$ cat src/rtl/rxq_pkg.sv
package rxq_pkg;
  typedef struct packed {
    logic       brk;
    logic       ferr;
    logic       perr;
    logic [7:0] data;
  } rx_char_t;

  typedef enum logic [3:0] {
    IIR_MSR  = 4'b0000,
    IIR_NONE = 4'b0001,
    IIR_THRE = 4'b0010,
    IIR_RDA  = 4'b0100,
    IIR_RLS  = 4'b0110
  } iir_code_e;
endpackage

$ cat src/rtl/rxq_fifo.sv
module rxq_fifo
  import rxq_pkg::*;
#(
  parameter int unsigned DEPTH = 16,
  localparam int unsigned AW = $clog2(DEPTH),
  localparam int unsigned CW = $clog2(DEPTH + 1)
) (
  input  logic          clk_i,
  input  logic          rst_ni,
  input  logic          push_i,
  input  logic          pop_i,
  input  rx_char_t      wr_char_i,
  input  logic          fifo_en_i,
  output rx_char_t      head_o,
  output logic [CW-1:0] cnt_o,
  output logic          pop_ok_o,
  output logic          push_ok_o,
  output logic          drop_o,
  output logic          err_any_o
);
  rx_char_t      mem_q [DEPTH];
  logic [AW-1:0] wr_ptr_q, rd_ptr_q, wr_nxt, rd_nxt;
  logic [CW-1:0] cnt_q, err_cnt_q, cap;
  logic          full, wr_err, hd_err;

  assign cap       = fifo_en_i ? CW'(DEPTH) : CW'(1);
  assign full      = cnt_q >= cap;
  assign pop_ok_o  = pop_i && (cnt_q != '0);
  assign push_ok_o = push_i && (!full || pop_ok_o);
  assign drop_o    = push_i && !push_ok_o;
  assign head_o    = mem_q[rd_ptr_q];
  assign cnt_o     = cnt_q;
  assign err_any_o = err_cnt_q != '0;
  assign wr_err    = wr_char_i.brk | wr_char_i.ferr | wr_char_i.perr;
  assign hd_err    = head_o.brk | head_o.ferr | head_o.perr;

  // pointer wrap: free for power-of-two depths, compare otherwise
  generate
    if ((DEPTH & (DEPTH - 1)) == 0) begin : g_pow2
      assign wr_nxt = wr_ptr_q + 1'b1;
      assign rd_nxt = rd_ptr_q + 1'b1;
    end else begin : g_wrap
      assign wr_nxt = (wr_ptr_q == AW'(DEPTH - 1)) ? '0 : wr_ptr_q + 1'b1;
      assign rd_nxt = (rd_ptr_q == AW'(DEPTH - 1)) ? '0 : rd_ptr_q + 1'b1;
    end
  endgenerate

  always_ff @(posedge clk_i) begin
    if (push_ok_o) mem_q[wr_ptr_q] <= wr_char_i;
  end

  always_ff @(posedge clk_i or negedge rst_ni) begin
    if (!rst_ni) begin
      wr_ptr_q  <= '0;
      rd_ptr_q  <= '0;
      cnt_q     <= '0;
      err_cnt_q <= '0;
    end else begin
      if (push_ok_o) wr_ptr_q <= wr_nxt;
      if (pop_ok_o)  rd_ptr_q <= rd_nxt;
      case ({push_ok_o, pop_ok_o})
        2'b10:   cnt_q <= cnt_q + 1'b1;
        2'b01:   cnt_q <= cnt_q - 1'b1;
        default: cnt_q <= cnt_q;
      endcase
      case ({push_ok_o && wr_err, pop_ok_o && hd_err})
        2'b10:   err_cnt_q <= err_cnt_q + 1'b1;
        2'b01:   err_cnt_q <= err_cnt_q - 1'b1;
        default: err_cnt_q <= err_cnt_q;
      endcase
    end
  end

  AST_CNT_STEP: assert property (@(posedge clk_i) disable iff (!rst_ni)
    (push_ok_o && !pop_ok_o) |=> (cnt_o == $past(cnt_o) + 1'b1));
  AST_NO_OVERFLOW: assert property (@(posedge clk_i) disable iff (!rst_ni)
    (drop_o && !pop_i) |=> (cnt_o == $past(cnt_o)));
endmodule

$ cat src/rtl/rxq_lsr.sv
module rxq_lsr (
  input  logic       clk_i,
  input  logic       rst_ni,
  input  logic       cnt_nz_i,
  input  logic [2:0] hd_tags_i,
  input  logic       drop_i,
  input  logic       pop_ok_i,
  input  logic       lsr_re_i,
  input  logic       err_any_i,
  input  logic       thr_empty_i,
  input  logic       tsr_empty_i,
  output logic [7:0] lsr_o,
  output logic       line_err_o
);
  logic       ovr_q, ack_q;
  logic [2:0] tags;

  assign tags       = (cnt_nz_i && !ack_q) ? hd_tags_i : 3'b000;
  assign lsr_o      = {err_any_i, thr_empty_i & tsr_empty_i, thr_empty_i,
                       tags, ovr_q, cnt_nz_i};
  assign line_err_o = ovr_q | (|tags);

  always_ff @(posedge clk_i or negedge rst_ni) begin
    if (!rst_ni) begin
      ovr_q <= 1'b0;
      ack_q <= 1'b0;
    end else begin
      if (drop_i)        ovr_q <= 1'b1;
      else if (lsr_re_i) ovr_q <= 1'b0;
      // acknowledgement of head tags lasts until the head changes
      if (pop_ok_i || !cnt_nz_i) ack_q <= 1'b0;
      else if (lsr_re_i)         ack_q <= 1'b1;
    end
  end

  AST_OVR_SET: assert property (@(posedge clk_i) disable iff (!rst_ni)
    drop_i |=> lsr_o[1]);
  AST_DR_FALL: assert property (@(posedge clk_i) disable iff (!rst_ni)
    $fell(lsr_o[0]) |-> $past(pop_ok_i));
endmodule

$ cat src/rtl/rxq_irq.sv
module rxq_irq
  import rxq_pkg::*;
#(
  parameter int unsigned CW = 5,
  parameter int unsigned TRIG_LVL [4] = '{1, 4, 8, 14}
) (
  input  logic          clk_i,
  input  logic          rst_ni,
  input  logic          ier_we_i,
  input  logic [3:0]    ier_wdata_i,
  input  logic          iir_re_i,
  input  logic          thr_empty_i,
  input  logic          line_err_i,
  input  logic [CW-1:0] cnt_i,
  input  logic          fifo_en_i,
  input  logic [1:0]    trig_sel_i,
  input  logic          msr_change_i,
  output logic [7:0]    ier_o,
  output logic [3:0]    iir_o,
  output logic          irq_o
);
  logic [3:0]    ier_q;
  logic          thr_q, thre_q, arm;
  logic          rls_p, rda_p, thre_p, ms_p;
  logic [CW-1:0] trig;
  iir_code_e     code;

  assign trig   = CW'(TRIG_LVL[trig_sel_i]);
  assign rls_p  = ier_q[2] & line_err_i;
  assign rda_p  = ier_q[0] & (fifo_en_i ? (cnt_i >= trig) : (cnt_i != '0));
  assign thre_p = ier_q[1] & thre_q;
  assign ms_p   = ier_q[3] & msr_change_i;
  assign arm    = thr_empty_i & (!thr_q | (ier_we_i & ier_wdata_i[1] & !ier_q[1]));

  always_comb begin
    if (rls_p)       code = IIR_RLS;
    else if (rda_p)  code = IIR_RDA;
    else if (thre_p) code = IIR_THRE;
    else if (ms_p)   code = IIR_MSR;
    else             code = IIR_NONE;
  end

  assign iir_o = code;
  assign irq_o = (code != IIR_NONE);
  assign ier_o = {4'b0000, ier_q};

  always_ff @(posedge clk_i or negedge rst_ni) begin
    if (!rst_ni) begin
      ier_q  <= '0;
      thr_q  <= 1'b1;
      thre_q <= 1'b0;
    end else begin
      thr_q <= thr_empty_i;
      if (ier_we_i) ier_q <= ier_wdata_i;
      if (!thr_empty_i)                          thre_q <= 1'b0;
      else if (arm)                              thre_q <= 1'b1;
      else if (iir_re_i && (code == IIR_THRE))   thre_q <= 1'b0;
    end
  end

  AST_POLLED_QUIET: assert property (@(posedge clk_i) disable iff (!rst_ni)
    (ier_o[3:0] == 4'b0000) |-> !irq_o);
  AST_THRE_ARM: assert property (@(posedge clk_i) disable iff (!rst_ni)
    (ier_we_i && ier_wdata_i[1] && !ier_o[1] && thr_empty_i) |=> thre_q);
  AST_RDA_LEVEL: assert property (@(posedge clk_i) disable iff (!rst_ni)
    ((iir_o == IIR_RDA) && fifo_en_i) |-> (cnt_i >= trig));
endmodule

$ cat src/rtl/rxq_top.sv
module rxq_top
  import rxq_pkg::*;
#(
  parameter int unsigned DEPTH = 16,
  localparam int unsigned CW = $clog2(DEPTH + 1)
) (
  input  logic       clk_i,
  input  logic       rst_ni,
  input  logic       rx_valid_i,
  input  logic [7:0] rx_data_i,
  input  logic       rx_perr_i,
  input  logic       rx_ferr_i,
  input  logic       rx_brk_i,
  input  logic       rhr_re_i,
  input  logic       lsr_re_i,
  input  logic       iir_re_i,
  input  logic       ier_we_i,
  input  logic [3:0] ier_wdata_i,
  input  logic       thr_empty_i,
  input  logic       tsr_empty_i,
  input  logic       msr_change_i,
  input  logic       fifo_en_i,
  input  logic [1:0] trig_sel_i,
  output logic [7:0] rhr_data_o,
  output logic [7:0] ier_o,
  output logic [7:0] lsr_o,
  output logic [3:0] iir_o,
  output logic       irq_o
);
  rx_char_t      wr_char, head;
  logic [CW-1:0] cnt;
  logic          pop_ok, push_ok, drop, err_any, line_err;

  assign wr_char    = '{brk: rx_brk_i, ferr: rx_ferr_i, perr: rx_perr_i, data: rx_data_i};
  assign rhr_data_o = head.data;

  rxq_fifo #(.DEPTH(DEPTH)) i_fifo (
    .clk_i, .rst_ni,
    .push_i(rx_valid_i), .pop_i(rhr_re_i), .wr_char_i(wr_char),
    .fifo_en_i, .head_o(head), .cnt_o(cnt), .pop_ok_o(pop_ok),
    .push_ok_o(push_ok), .drop_o(drop), .err_any_o(err_any)
  );

  rxq_lsr i_lsr (
    .clk_i, .rst_ni,
    .cnt_nz_i(cnt != '0), .hd_tags_i({head.brk, head.ferr, head.perr}),
    .drop_i(drop), .pop_ok_i(pop_ok), .lsr_re_i, .err_any_i(err_any),
    .thr_empty_i, .tsr_empty_i, .lsr_o, .line_err_o(line_err)
  );

  rxq_irq #(.CW(CW)) i_irq (
    .clk_i, .rst_ni, .ier_we_i, .ier_wdata_i, .iir_re_i, .thr_empty_i,
    .line_err_i(line_err), .cnt_i(cnt), .fifo_en_i, .trig_sel_i,
    .msr_change_i, .ier_o, .iir_o, .irq_o
  );

  AST_ACCEPT_DR: assert property (@(posedge clk_i) disable iff (!rst_ni)
    (push_ok && !pop_ok) |=> lsr_o[0]);
endmodule

$ cat config.mk
export PLATFORM = sky130hd
export DESIGN_NAME = rxq_top
export DESIGN_NICKNAME = d
export VERILOG_FILES = /design/src/rtl/rxq_pkg.sv /design/src/rtl/rxq_fifo.sv /design/src/rtl/rxq_lsr.sv /design/src/rtl/rxq_irq.sv /design/src/rtl/rxq_top.sv
export SDC_FILE = /design/constraint.sdc
export NUM_CORES = 1
export LEC_CHECK = 0
export CAP_MARGIN = 5
export CORE_UTILIZATION = 65
export CTS_BUF_LIST = sky130_fd_sc_hd__clkbuf_4
export CTS_CLUSTER_DIAMETER = 80
export CTS_CLUSTER_SIZE = 40
export DETAILED_ROUTE_END_ITERATION = 10
export PLACE_DENSITY_LB_ADDON = 0.05
export RECOVER_POWER = 100
export SLEW_MARGIN = 30
export SYNTH_ARGS = -nofsm -noshare
export SYNTH_HDL_FRONTEND = slang
export SYNTH_HIERARCHICAL = 1
export SYNTH_SLANG_ARGS = --single-unit
$ cat constraint.sdc
create_clock -name clk_i -period 9.2 [get_ports clk_i]
set_input_delay 1.84 -clock clk_i [delete_from_list [all_inputs] [get_ports clk_i]]
set_output_delay 1.84 -clock clk_i [all_outputs]
set_load 0.01 [all_outputs]
Yosys cells after proc, flatten, opt, wreduce, memory -nomap -nowiden
Memories as Yosys holds them, arrays and structs flattened.
Index checks and enable logic that the tools add are counted.
{"block": "word_totals", "ff_bits": 26, "mem_bits_rw": 176, "input_bits": 28, "out_inout_bits": 29, "elab_cells": 84, "memories": 1}
{"name": "i_fifo.mem_q", "depth": 16, "width": 11, "read_ports": 1, "rd_clocked_by_memory_dff": 0, "wr": 1, "line": "rxq_fifo.sv:21", "source": "rx_char_t mem_q [DEPTH];"}
{"block": "classes", "addsub": 6, "order_cmp": 3, "n_eq_ne": 7, "muxes": 21, "n_bitwise": 15, "reduce_logical": 22}
{"op": "binary-select mux 32 bit (select 2 bit)", "n": 1}
{"op": "one-hot mux 5 bit (2 select lines)", "n": 2}
{"op": "two-way mux 5 bit", "n": 3}
{"op": "two-way mux 4 bit", "n": 3}
{"op": "two-way mux 1 bit", "n": 11}
{"op": "adder 5 x 1 -> 5 bit, second input constant", "n": 2}
{"op": ">= comparator 5 bit", "n": 2}
{"op": "nonzero test 5 bit", "n": 2}
{"op": "subtractor 5 x 1 -> 5 bit, second input constant", "n": 2}
{"op": "adder 4 x 1 -> 4 bit, second input constant", "n": 2}
{"op": "bitwise AND 1 bit", "n": 8}
{"op": "nonzero test 2 bit", "n": 4}
{"op": "logical AND 1 bit", "n": 7}
{"op": "zero test 1 bit", "n": 6}
{"op": "OR 1 bit", "n": 6}
{"op": "equality test 2 x 1 -> 1 bit, second input constant", "n": 2}
{"op": "equality test 2 bit, second input constant", "n": 2}
{"op": "equality test 4 x 2 -> 1 bit, second input constant", "n": 1}
{"op": "inequality test 4 x 1 -> 1 bit, second input constant", "n": 1}
{"op": ">= comparator 3 bit, second input constant", "n": 1}
{"op": "two-way mux 3 bit", "n": 1}
{"op": "inequality test 3 x 1 -> 1 bit, second input constant", "n": 1}
{"op": "inverter 2 -> 3 bit", "n": 1}
{"op": "OR reduction 3 bit", "n": 1}
{"op": "logical OR 1 bit", "n": 2}

Logic depth before layout (Yosys ltp)
{"block": "depth", "depth_word": 14, "depth_mapped": 16, "ltp_nobuf": 14}

Hierarchy
Netlist, hierarchy kept.
{"module": "rxq_fifo", "instances": 1, "cells_per_inst": 377, "area_per_inst_um2": 7858.8, "seq_area_each_um2": 5735.5}
{"module": "rxq_irq", "instances": 1, "cells_per_inst": 44, "area_per_inst_um2": 439.2, "seq_area_each_um2": 151.4}
{"module": "rxq_lsr", "instances": 1, "cells_per_inst": 17, "area_per_inst_um2": 148.9, "seq_area_each_um2": 50.0}
{"module": "rxq_top", "instances": 1, "cells_per_inst": 3, "area_per_inst_um2": 12.5, "seq_area_each_um2": 0.0}

Worst setup path after synthesis
No wires, ideal clock.
{"block": "synth_timing", "kind": "input to output", "startpoint": "in trig_sel_i[1]", "endpoint": "out iir_o[0]", "arrival_ns": 3.213, "required_time_ns": 7.360, "setup_slack_ns": 4.147, "path_stages": 7, "path_buffers": 0, "cell_sequence": "nor2_1 ha_1 nand2b_1 a211o_1 a21oi_1 o21ai_2 a221oi_1"}
{"block": "synth_between", "elab_chain_cells": 9}
{"element": "from (decl)", "line": "rxq_top.sv:23", "source": "input logic [1:0] trig_sel_i,"}
{"element": "inverter 2 -> 3 bit (not written as such)", "line": "rxq_irq.sv:28", "source": "assign trig = CW'(TRIG_LVL[trig_sel_i]);"}
{"element": "binary-select mux 32 bit (select 2 bit)", "line": "rxq_irq.sv:28"}
{"element": "two-way mux 5 bit (not written as such) (2 in series)", "line": "rxq_irq.sv:28"}
{"element": ">= comparator 5 bit", "line": "rxq_irq.sv:30", "source": "assign rda_p = ier_q[0] & (fifo_en_i ? (cnt_i >= trig) : (cnt_i != '0));"}
{"element": "two-way mux 1 bit", "line": "rxq_irq.sv:30"}
{"element": "bitwise AND 1 bit", "line": "rxq_irq.sv:30"}
{"element": "two-way mux 4 bit", "line": "rxq_irq.sv:37", "source": "else if (rda_p) code = IIR_RDA;"}
{"element": "two-way mux 4 bit", "line": "rxq_irq.sv:36", "source": "if (rls_p) code = IIR_RLS;"}
{"element": "to (decl)", "line": "rxq_top.sv:27", "source": "output logic [3:0] iir_o,"}
No other way between the ends. The select of a mux whose other input is x is not followed.

==> results.py <==
metrics = {
    "clock_tree": {
        "cts.reportedPaths.clkPinSlew_ns": 0.33,
        "root_buffer": "clkbuf_4",
        "cts.htree.levels": 1,
        "cts_tree": "built",
        "cts_inserted_buffers": 11,
        "cts_hold_fix_bufs": 0,
        "postCtsResizedCells": 0,
        "clk-insertion-delay-late_ns": 0.67,
        "max-clock-path-buffers": 3,
        "cts_num_sinks": 202,
        "setup_repair_bufs_after_cts": 0,
    },
    "global_routing": {
        "groute.usage.overall_pct": 25.1,
        "grt_remaining_overflow": 0,
        "initial_antenna_violation_count": 0,
        "vias_in_the_first_global_route": 4109,
        "grt_first_pass_wirelength_microns": 24100,
        "pin_count_of_the_biggest_net_entering_global_routing": 41,
    },
    "die": {
        "floorplan.core_area_sq_um": 12700,
        "io_pins": 57,
        "starting_density_pct": 66.8,
        "placementRows": 41,
        "fp.dieArea_sq_um": 13500,
        "die_x_microns": 116,
        "die_h_microns": 116,
    },
    "sta": {
        "fin_crit_sh_pct": 76.4,
        "fin_setup_tns_ns": 0,
        "max_slew_margin_pct": 1.90,
        "maxClockFrequency_mhz": 142,
        "rsz0062_at_grt": "no",
        "finClkSkew_ns": 0.105,
        "worstMarginPinSlew_ns": 1.47,
        "final_max_slew_viol_count": 0,
        "finalHoldViolCount": 0,
        "min_period_ns": 7.03,
        "setup_violations": 0,
    },
    "synthesis": {
        "synthArstFlopShare_pct": 12.9,
        "synth_commonest_cells": "edfxtp_1, mux4_2, dfrtp_1",
        "synth.top_cells.by_area": "edfxtp_1, mux4_2, dfrtp_1, ha_1, xnor2_1",
        "synth_edf_count": 176,
        "synth_area_leader_cell": "edfxtp_1",
        "mappedNetlistArea_sq_um": 8460,
        "post_synth.cell_area_avg_sq_um": 19.2,
        "yosys_warnings": 6,
        "postSynthRegisterBits": 202,
        "yosys.cell_types.count": 49,
        "syn-instance-count": 441,
        "yosys.area.top_type_share_pct": 62.5,
        "seq_area_frac_synth_pct": 70.2,
        "top_flip_flop_cell_by_instance_count_after_synthesis": "edfxtp_1",
        "count_leader_synth": "edfxtp_1",
    },
    "placement": {
        "dp_hpwl_microns": 9550,
        "io_buffer_count": 51,
        "globalplace.congestion": 0.860,
    },
    "pwr": {
        "report.power.total_mw": 2.53,
        "vdd_drop_max_uv": 198,
        "cellPowerDensity_nw_per_um2": 273,
        "static_leakage_nw": 3.19,
    },
    "outcome": {
        "run_status": "finished, final reports clean",
    },
    "route": {
        "totalWireLength_microns": 15700,
        "dr.pass1.iters": 6,
        "via_count": 4141,
        "antenna_violating_nets_post_route": 0,
        "wire_per_inst_microns": 23.5,
        "first_iter_violations": 477,
        "detail_route.drc_violations": 0,
        "vias_per_cell": 6.20,
    },
    "critical_path": {
        "critPathRequiredTime_ns": 7.36,
        "critical_path.cell_chain": "buf_4, mux4_2, mux4_2, or3_1, a21o_1, nand2_1, o21ai_2, a221o_1, dlygate4sd3_1",
        "slowest_delay_ns": 1.25,
        "worst_path_max_delay_cell": "dfrtp_1",
        "worstPathMaxFanout": 27,
        "worstSetupStartpointType": "flop",
        "crit_path_capture_type": "output port",
        "cp_data_arrival_time_ns": 5.19,
        "timing_worst_setup_path_type": "reg2out",
        "cp_common_cell": "mux4_2",
    },
    "hold_path": {
        "holdCritPathClass": "reg2reg",
    },
    "cells_and_area": {
        "multi_input_area_sq_um": 2320,
        "final_layout_size_suffix_gt1_share_pct": 17.6,
        "design.final.nets": 538,
        "nFillCells": 778,
        "flow.area_growth_from_synthesis_pct": 9.82,
        "final-seq-area_sq_um": 5940,
    },
    "run": {
        "max_cap_violations": 0,
    },
}
==> cell families after synthesis <==
family                     after synthesis  share of synthesized area [%]
AOI/OAI and AO/OA                       31                           2.93
xor gates and xnor gates                15                           1.55
adders and majority gates               20                           3.14
buffers and inverters                   39                           2.26
DFF                                    202                           70.2
muxes                                   61                           15.1
other                                    1                         0.0443
and+or+nand+nor                         72                           4.75
==> registers in the layout (all words and copies together) (netlist names) <==
signal / flops
i_fifo/cnt_o: 5
i_irq/thr_q: 1
i_fifo/rd_ptr_q: 4
i_fifo/err_cnt_q: 5
i_irq/ier_q: 4
i_fifo/wr_ptr_q: 4
i_lsr/ovr_q: 1
i_fifo/mem_q: 176
i_irq/thre_q: 1
i_lsr/ack_q: 1
==> worst paths after layout <==
check	slack [ns]	start	end	depth (start not counted)
worst max-delay path	2.17	i_fifo/rd_ptr_q[0]	irq_o	9
worst max register to register	4.36	i_fifo/rd_ptr_q[0]	i_fifo/err_cnt_q[4]	12
worst min-delay path	0.50	i_fifo/err_cnt_q[4]	i_fifo/err_cnt_q[4]	1
worst min register to register	0.50	i_fifo/err_cnt_q[4]	i_fifo/err_cnt_q[4]	1
min in group asynchronous	1.98	rst_ni	i_fifo/err_cnt_q[4]	2
max in group asynchronous	6.22	rst_ni	i_fifo/rd_ptr_q[1]	2
==> layout by cell type (no fill, tap or decap), types with 3 or more instances in the layout <==
cell type,instances
a21o_1,6
a21oi_1,5
and2_1,4
and3_1,15
buf_4,3
clkbuf_1,3
clkbuf_4,11
clkdlybuf4s50_1,12
clkinv_16,3
conb_1,5
dfrtp_1,24
dlygate4sd3_1,39
edfxtp_1,176
ha_1,18
inv_1,13
mux2_2,6
mux4_2,53
nand2_1,16
nand3_1,8
nor2_1,9
nor2b_1,6
nor3_1,4
o21ai_0,6
xnor2_1,11
xor2_1,4
==> stage by stage <==
step,hold WS (ns),worst slack [ns],cells,util [%],area (sq um)
after floorplan,0.443,4.15,445,-,8470
after global placement,0.463,3.19,649,71.9,9110
after detailed placement,0.475,3.12,649,71.9,9110
after CTS,0.506,2.57,666,73.6,9330
after global routing,0.532,1.79,666,73.3,9290
final,0.500,2.17,668,73.3,9290
==> area by class of cell <==
class                   count  area share (%)
diodes                      2          0.0539
well taps                 172            2.32
flip-flops and latches    202            63.9
inverters                  14           0.566
clock buffers              11           0.889
multi-input cells         204            25.0
repair buffers             57            5.86
clock inverters             6            1.41
==> per-layer routing <==
layer | wire, microns | part of all wire, % | track usage [%] | up-vias
li1 | - | - | - | 1832
met1 | 6440 | 41 | 35.5 | 2143
met2 | 7970 | 51 | 42.7 | 144
met3 | 1020 | 6.5 | 3.40 | 22
met4 | 270 | 1.7 | 5.30 | 0
met5 | 0 | 0 | 0 | -
==> worst max-delay path: cells and delay by family, from the launching register on <==
family,cells,cell delay (ns)
simple gates,2,0.42
flops,1,1.25
mux,2,1.11
compound gates,3,0.55
buf+inv,2,1.22
==> power by group <==
| group | total (mW) | internal [mW] | switching [mW] | leakage (nW) |
|---|---|---|---|---|
| Sequential | 1.22 | 1.11 | 0.116 | 1.89 |
| Combinational | 0.920 | 0.495 | 0.425 | 1.19 |
| Clock | 0.391 | 0.0896 | 0.301 | 0.104 |
Note: power is estimated with default switching activity, not from simulation.
